`src/rtl/pfs_pkg.sv`:
```
package pfs_pkg;
  typedef enum logic [1:0] {
    ST_TRIP    = 2'd0,
    ST_STRETCH = 2'd1,
    ST_OSCWAIT = 2'd2,
    ST_RUN     = 2'd3
  } sup_state_t;
endpackage

```
`src/rtl/pfs_sync.sv`:
```
module pfs_sync #(
  parameter int          W       = 3,
  parameter logic [W-1:0] RST_VAL = '0
) (
  input  logic         clk,
  input  logic         rst_n,
  input  logic [W-1:0] d,
  output logic [W-1:0] q
);
  logic [W-1:0] stg1, stg2;

  genvar gi;
  generate
    for (gi = 0; gi < W; gi++) begin : g_bit
      always_ff @(posedge clk or negedge rst_n) begin
        if (!rst_n) begin
          stg1[gi] <= RST_VAL[gi];
          stg2[gi] <= RST_VAL[gi];
        end else begin
          stg1[gi] <= d[gi];
          stg2[gi] <= stg1[gi];
        end
      end
    end
  endgenerate

  assign q = stg2;
endmodule

```
`src/rtl/pfs_filter.sv`:
```
// Tick-based debouncer. FAST_SET=1: a 1 on din sets q at once, and q
// clears only after DEB_TICKS consecutive ticks of 0. FAST_SET=0: q takes
// the new value after DEB_TICKS consecutive ticks that disagree with it.
module pfs_filter #(
  parameter int   DEB_TICKS = 3,
  parameter bit   FAST_SET  = 1'b0,
  parameter logic RST_VAL   = 1'b0
) (
  input  logic clk,
  input  logic rst_n,
  input  logic tick,
  input  logic din,
  output logic q
);
  localparam int CW = (DEB_TICKS < 2) ? 1 : $clog2(DEB_TICKS);
  localparam logic [CW-1:0] LAST = CW'(DEB_TICKS - 1);

  logic [CW-1:0] cnt;
  logic          q_r;

  generate
    if (FAST_SET) begin : g_fast
      always_ff @(posedge clk or negedge rst_n) begin
        if (!rst_n) begin
          q_r <= RST_VAL;
          cnt <= '0;
        end else if (din) begin
          q_r <= 1'b1;
          cnt <= '0;
        end else if (!q_r) begin
          cnt <= '0;
        end else if (tick) begin
          if (cnt == LAST) begin
            q_r <= 1'b0;
            cnt <= '0;
          end else begin
            cnt <= cnt + 1'b1;
          end
        end
      end

      assert_fast_set_R2: assert property (@(posedge clk) disable iff (!rst_n)
        din |=> q_r);
    end else begin : g_sym
      always_ff @(posedge clk or negedge rst_n) begin
        if (!rst_n) begin
          q_r <= RST_VAL;
          cnt <= '0;
        end else if (din == q_r) begin
          cnt <= '0;
        end else if (tick) begin
          if (cnt == LAST) begin
            q_r <= din;
            cnt <= '0;
          end else begin
            cnt <= cnt + 1'b1;
          end
        end
      end

      assert_change_on_tick_R9: assert property (@(posedge clk) disable iff (!rst_n)
        !tick |=> $stable(q_r));
    end
  endgenerate

  assign q = q_r;
endmodule

```
`src/rtl/pfs_delay.sv`:
```
// Stretch counter: counts ticks while enabled and holds at DELAY_TICKS.
module pfs_delay #(
  parameter int DELAY_TICKS = 250
) (
  input  logic clk,
  input  logic rst_n,
  input  logic clear,
  input  logic tick,
  output logic done
);
  localparam int CW = $clog2(DELAY_TICKS + 1);
  localparam logic [CW-1:0] LIMIT = CW'(DELAY_TICKS);

  logic [CW-1:0] cnt;

  always_ff @(posedge clk or negedge rst_n) begin
    if (!rst_n)                cnt <= '0;
    else if (clear)            cnt <= '0;
    else if (tick && !done)    cnt <= cnt + 1'b1;
  end

  assign done = (cnt == LIMIT);

  assert_cnt_bound_R3: assert property (@(posedge clk) disable iff (!rst_n)
    cnt <= LIMIT);
  assert_clear_restarts_R4: assert property (@(posedge clk) disable iff (!rst_n)
    clear |=> !done);
endmodule

```
`src/rtl/pfs_supervisor.sv`:
```
module pfs_supervisor #(
  parameter int DEB_TICKS   = 3,
  parameter int DELAY_TICKS = 250
) (
  input  logic clk,
  input  logic rst_n,
  input  logic tick,
  input  logic vmain_below_pf,
  input  logic vmain_below_bk,
  input  logic osc_disable,
  input  logic osc_ready,
  output logic sys_rst_n,
  output logic bus_inhibit,
  output logic sel_backup
);
  import pfs_pkg::*;

  // Synchronised inputs, bit order {osc, bk, pf}; pf resets to "tripped".
  logic [2:0] raw_v, sync_v;
  assign raw_v = {osc_ready, vmain_below_bk, vmain_below_pf};

  pfs_sync #(.W(3), .RST_VAL(3'b001)) u_sync (
    .clk(clk), .rst_n(rst_n), .d(raw_v), .q(sync_v)
  );

  logic pf_low_q, bk_low_q, osc_s;
  assign osc_s = sync_v[2];

  pfs_filter #(.DEB_TICKS(DEB_TICKS), .FAST_SET(1'b1), .RST_VAL(1'b1)) u_pf_flt (
    .clk(clk), .rst_n(rst_n), .tick(tick), .din(sync_v[0]), .q(pf_low_q)
  );

  pfs_filter #(.DEB_TICKS(DEB_TICKS), .FAST_SET(1'b0), .RST_VAL(1'b0)) u_bk_flt (
    .clk(clk), .rst_n(rst_n), .tick(tick), .din(sync_v[1]), .q(bk_low_q)
  );

  sup_state_t state, state_nx;
  logic       dly_done;

  pfs_delay #(.DELAY_TICKS(DELAY_TICKS)) u_delay (
    .clk(clk), .rst_n(rst_n), .clear(state == ST_TRIP), .tick(tick), .done(dly_done)
  );

  always_comb begin
    state_nx = state;
    unique case (state)
      ST_TRIP:    if (!pf_low_q) state_nx = ST_STRETCH;
      ST_STRETCH: begin
        if (pf_low_q)                    state_nx = ST_TRIP;
        else if (dly_done)
          state_nx = (osc_disable && !osc_s) ? ST_OSCWAIT : ST_RUN;
      end
      ST_OSCWAIT: begin
        if (pf_low_q)                    state_nx = ST_TRIP;
        else if (osc_s || !osc_disable)  state_nx = ST_RUN;
      end
      ST_RUN:     if (pf_low_q) state_nx = ST_TRIP;
      default:    state_nx = ST_TRIP;
    endcase
  end

  logic sel_q;

  always_ff @(posedge clk or negedge rst_n) begin
    if (!rst_n) begin
      state <= ST_TRIP;
      sel_q <= 1'b0;
    end else begin
      state <= state_nx;
      sel_q <= pf_low_q & bk_low_q;
    end
  end

  assign sys_rst_n   = (state == ST_RUN);
  assign bus_inhibit = pf_low_q;
  assign sel_backup  = sel_q;

  assert_trip_fast_R2: assert property (@(posedge clk) disable iff (!rst_n)
    (pf_low_q && state != ST_TRIP) |=> state == ST_TRIP);
  assert_release_after_delay_R3: assert property (@(posedge clk) disable iff (!rst_n)
    $rose(sys_rst_n) |-> $past(dly_done));
  assert_osc_gate_R5: assert property (@(posedge clk) disable iff (!rst_n)
    ($rose(sys_rst_n) && $past(osc_disable)) |-> $past(osc_s));
  assert_backup_in_reset_R7: assert property (@(posedge clk) disable iff (!rst_n)
    sel_backup |-> !sys_rst_n);
  assert_inhibit_then_reset_R8: assert property (@(posedge clk) disable iff (!rst_n)
    bus_inhibit |=> !sys_rst_n);
endmodule

```
`config.mk`:
```
export PLATFORM = sky130hd
export DESIGN_NAME = pfs_supervisor
export DESIGN_NICKNAME = d
export VERILOG_FILES = /design/src/rtl/pfs_pkg.sv /design/src/rtl/pfs_sync.sv /design/src/rtl/pfs_filter.sv /design/src/rtl/pfs_delay.sv /design/src/rtl/pfs_supervisor.sv
export SDC_FILE = /design/constraint.sdc
export NUM_CORES = 1
export LEC_CHECK = 0
export ABC_AREA = 0
export BUFFER_PORTS_ARGS = -buffer_cell sky130_fd_sc_hd__buf_4
export CAP_MARGIN = 20
export CORE_MARGIN = 3
export CORE_UTILIZATION = 49
export DETAILED_ROUTE_END_ITERATION = 7
export PLACE_DENSITY_LB_ADDON = 0.25
export REMOVE_ABC_BUFFERS = 1
export SLEW_MARGIN = 25
export SYNTH_ARGS = -nofsm -noshare
export SYNTH_HDL_FRONTEND = slang
export SYNTH_HIERARCHICAL = 1
export SYNTH_SLANG_ARGS = --single-unit
export TNS_END_PERCENT = 100
```
`constraint.sdc`:
```
create_clock -name clk -period 2.3 [get_ports clk]
set_input_delay 0.23 -clock clk [delete_from_list [all_inputs] [get_ports clk]]
set_output_delay 0.23 -clock clk [all_outputs]
set_load 0.01 [all_outputs]
```
# Word level (Yosys, flattened, before mapping)
# Index checks and enable logic that the tools add are counted.
dict set report totals {
  ff_bits 23
  inputBits 7
  elab_cells 62
}
dict set report classes {
  addsub 3
  n_eq_ne 12
  mux 21
  n_bitwise 2
  reduce_logical 11
}
# operator count
set ops {}
lappend ops {{2-bit 2-to-1 mux} 13}
lappend ops {{8-bit 2-to-1 mux} 2}
lappend ops {{8-bit by 1-bit adder with 8-bit output (second input constant)} 1}
lappend ops {{2-bit == test (second input constant)} 4}
lappend ops {{8-bit == test (second input constant)} 1}
lappend ops {{2-bit case mux with 4 select lines} 1}
lappend ops {{1-bit 2-to-1 mux} 5}
lappend ops {{2-bit by 1-bit adder with 2-bit output (second input constant)} 2}
lappend ops {{4-bit AND reduction} 1}
lappend ops {{2-bit nonzero test} 2}
lappend ops {{1-bit logical NOT} 3}
lappend ops {{3-bit by 1-bit != test with 1-bit output (second input constant)} 1}
lappend ops {{3-bit by 2-bit != test with 1-bit output (second input constant)} 1}
lappend ops {{3-bit != test (second input constant)} 1}
lappend ops {{3-bit AND reduction} 1}
lappend ops {{2-bit by 1-bit == test with 1-bit output (second input constant)} 1}
lappend ops {{1-bit logical AND} 2}
lappend ops {{2-bit logical NOT} 1}
lappend ops {{2-bit by 1-bit != test with 1-bit output (second input constant)} 1}
lappend ops {{2-bit != test (second input constant)} 1}
lappend ops {{1-bit AND} 1}
lappend ops {{1-bit == test} 1}
lappend ops {{1-bit logical OR} 1}
lappend ops {{1-bit inverter} 1}

# Logic depth before layout (Yosys ltp)
dict set report depth {
  ltp_word 6
  ltp_mapped 6
  ltp_nobuf 6
}

# By module
# Netlist, hierarchy kept.
# module n_inst cells_per_inst area_each_um2 seq_area_each_um2
set by_module_without_submodules {}
lappend by_module_without_submodules {pfs_delay 1 46 465.4 200.2}
lappend by_module_without_submodules {pfs_sync 1 6 152.6 152.6}
lappend by_module_without_submodules {{pfs_filter at u_bk_flt} 1 12 141.4 75.1}
lappend by_module_without_submodules {pfs_supervisor 1 12 140.1 75.1}
lappend by_module_without_submodules {{pfs_filter at u_pf_flt} 1 12 136.4 76.3}

# Worst setup path before layout
# OpenSTA, ideal clock, no wires.
dict set report synth_path {
  path_kind {register -> register}
  startpoint {register u_delay.cnt[0]}
  endpoint {register u_delay.cnt[0]}
  setup_ns 0.128
  t_arrival_ns 1.244
  required_ns 2.172
  setup_slack_ns 0.928
  path_stages_with_launch 6
  path_buffers 0
  period_less_slack_ns 1.372
  path_cell_list {dfrtp_1 -> inv_1 -> ha_1 -> nand2_1 -> o31ai_4 -> mux2_1}
}
dict set report synth_via {
  elab_chain_cells 4
}
# item line_no
set synth_lines {}
lappend synth_lines {{start, declared} pfs_delay.sv:14} ;# logic [CW-1:0] cnt;
lappend synth_lines {{start signal, assigned} pfs_delay.sv:19} ;# else if (tick && !done) cnt <= cnt + 1'b1;
lappend synth_lines {{parallel branches: the longest is 4 deep, another holds 8-bit by 1-bit adder with 8-bit output} --}
# Parallel ways; which one is timed is not known. The select of a mux whose other input is x is not followed.
# A chain may end at the register's enable or synchronous reset.

# Final worst setup path
# Same ends and word-level chain as after synthesis.

==> results.txt <==
status = finished clean
Post-CTS Setup Repair Bufs = 0
Core ar. = 1980 um^2
commonest cells in the netlist = 20 x dfrtp_1, 9 x a21oi_1, 6 x nor2_1
Final Wtd Congestion = 0.747
remaining global-route overflow = 0
Syn Area/Cell = 11.8 um^2
total negative slack for setup checks = 0 ps
IR drop worst, VDD = 488 uV
number of unique standard cell types used by synthesis = 32
number of antenna-violating nets in the routed design = 0
Max transition margin = 80.2%
data arrival time of the critical path = 1680 ps
Switching Power = 189 uW
violation count after the first detailed-route iteration = 6
total power consumption of the routed design = 760 uW
via count = 689
kind of capture point of the worst setup path = flop
via count of the first global-routing pass = 675
Post-synth ARST share = 100%
clock root buffer master = clkbuf_4
sequential share of the synthesized area = 55.9%
count of max-cap constraint violations = 0
Num CTS Buffers = 3
slowest stage delay, CP = 440 ps
dominant cell type by area after synthesis = dfrtp_1
top fanout value on the critical path = 4
Final Cell Area = 1200 um^2
clock tree from TritonCTS = yes
Ports = 10
switching share of total power = 24.9%
Period minus WS final = 1480 ps
required time reported for the critical path endpoint = 2500 ps
number of buffers added to fix hold violations after cts = 3
worst-path cell chain = inv_1, ha_1, nand2_1, o31ai_4, mux2_1
antenna violations before repair = 0
startpoint-to-endpoint class of the critical path = reg -> reg
cells taking the most area after synthesis = dfrtp_1 48%, dfstp_2 7.6%, a21oi_1 4.3%, nand2b_1 3.0%, nand3b_1 2.9%
startpoint type of the worst setup path = flop
Clk pin slew, worst setup/hold paths = 130 ps
Area growth syn-to-layout = 15.5%
overall global routing resource usage = 14.3%
fraction of power consumed by the clock network = 24.1%
Resized cells post-CTS = 0
Post-Synthesis Cells = 88
Routed wire per std cell = 12.7 um
final setup violation count = 0
die outline height = 52.0 um
total count of max-transition violations in the final report = 0
slew at the pin with the worst max-slew slack = 297 ps
worst setup slack after placement = 832 ps
area of placed instances = 1140 um^2
number of sinks on the clock net = 23
count of inserted antenna diode cells = 0
Max stage delay cell, worst path = dfrtp_1
Worst Clk Skew = 6.74 ps
Die ar. = 2700 um^2
Max Freq = 676 MHz
total internal power = 570 uW
first-pass GRT wire length = 2.85 mm
HPWL after detailed placement = 1.18 mm
Fin. Hold Viols = 0
final-stage net count = 113
initial cell density of the core = 52.3%
first-pass iteration count of the detailed router = 4
number of enable flip-flop cells after synthesis = 0
most common flop cell mapped by yosys = dfrtp_1
number of levels the H-tree was split into = 1
worst-case setup margin in the final layout = 820 ps
pwr/cell area = 635 nW/um^2
RSZ-0062 raised after global routing = no
Syn. warnings = 6
type of the tightest min-delay check = in -> reg
number of flip-flops and latches in the synthesized netlist = 23
final wirelength = 1.65 mm
sequential fraction of design power = 62.3%
width of the chip = 52.0 um
combinational cell fraction of total power = 13.6%
detail-routed via count per cell = 5.30
Post-Syn Area = 1040 um^2
Worst-Skew Late Latency = 300 ps
detailed-route DRC error count = 0
maximum number of pins on one net before global-route repair = 24
standard-cell rows = 16
final worst-path cycle share = 64.4%
fraction of layout instances using a drive strength above 1 = 23.3%
most frequent cell after synthesis = dfrtp_1
area share of the largest cell type after synthesis = 48.3%
number of buffers inserted by port buffering = 9
Leak = 0.000501 uW
number of buffers on the longest clock path = 2
[metal layers]
layer,routed length [um],track usage (%),up-vias
met5,0,0,-
met4,10,2.62,0
met3,81,5.16,2
met2,820,24.7,15
met1,736,16.9,332
li1,-,-,340
[per-stage QoR]
stage | hold WS [ps] | cells | util [%]
3_5_place_dp | 140 | 123 | 57.3
4_1_cts | 22.1 | 130 | 60.4
6_report | 32.5 | 130 | 60.4
2_1_floorplan | -65.6 | 86 | -
5_1_grt | 14.3 | 130 | 60.4
3_3_place_gp | 136 | 123 | 57.3
[power by group through the flow]
stage          registers (uW)  logic, uW  clock network [uW]
2_1_floorplan             477       55.7                   0
3_3_place_gp              477       97.3                   0
3_5_place_dp              482        101                   0
4_1_cts                   474        106                 200
5_1_grt                   479        113                 210
6_report                  473        103                 183
[flip-flops by register name (all words and copies together), names as in the netlist]
signal        flops
u_bk_flt/cnt      2
sel_backup        1
u_sync/q          3
state             2
u_pf_flt/cnt      2
u_sync/stg1       3
u_pf_flt/q        1
u_bk_flt/q        1
u_delay/cnt       8
[logic make-up (layout without fill, tap and decap cells)]
family	after synthesis	count (layout)	synth area share [%]
AND/OR/NAND/NOR	34	34	21.9
flip-flops	23	23	55.9
multiplexers	2	2	2.17
XOR/XNOR	3	3	2.54
AO/OA/AOI/OAI	18	18	12.8
buffers and inverters	6	21	2.29
adder cells (fa/ha/maj)	2	2	2.42
[path summary, 6_finish.rpt]
path / slack (ps) / cells past startpoint / end / start
max: 820 / 5 / u_delay/cnt[0] / u_delay/cnt[0]
min: 30 / 1 / u_sync/stg1[2] / osc_ready
max reg2reg: 820 / 5 / u_delay/cnt[0] / u_delay/cnt[0]
min reg2reg: 370 / 0 / u_sync/q[2] / u_sync/stg1[2]
max in group asynchronous: 1680 / 2 / u_sync/q[0] / rst_n
min in group asynchronous: 340 / 2 / u_delay/cnt[0] / rst_n
[cell type report]
| class | count | area (um^2) |
|---|---|---|
| Clock inverter | 1 | 7.51 |
| Timing Repair Buffer | 13 | 105 |
| Inverter | 4 | 15.0 |
| Fill cell | 166 | 786 |
| Tap cell | 27 | 33.8 |
| Sequential cell | 23 | 579 |
| Clock buffer | 3 | 22.5 |
| Multi-Input combinational cell | 59 | 433 |
[cell usage in the layout (no fill, tap or decap), drive strengths merged, types with 3 or more instances in the layout]
cell type,n
a21oi,9
buf,10
dfrtp,20
nor2,6
nand3b,4
dfstp,3
nand2b,5
nand4,3
dlygate4sd3,3
or3,3
nand2,4
clkbuf,3
inv,4
o21ai,3
[worst max-delay path, delay by kind of cell, from the launching register on]
family          cells  cell delay, ps
compound gates      1             230
fa+ha+maj           1             150
buf+inv             1             100
flops               1             440
mux                 1             340
simple gates        1             120
Note: power is estimated with default switching activity, not from simulation.
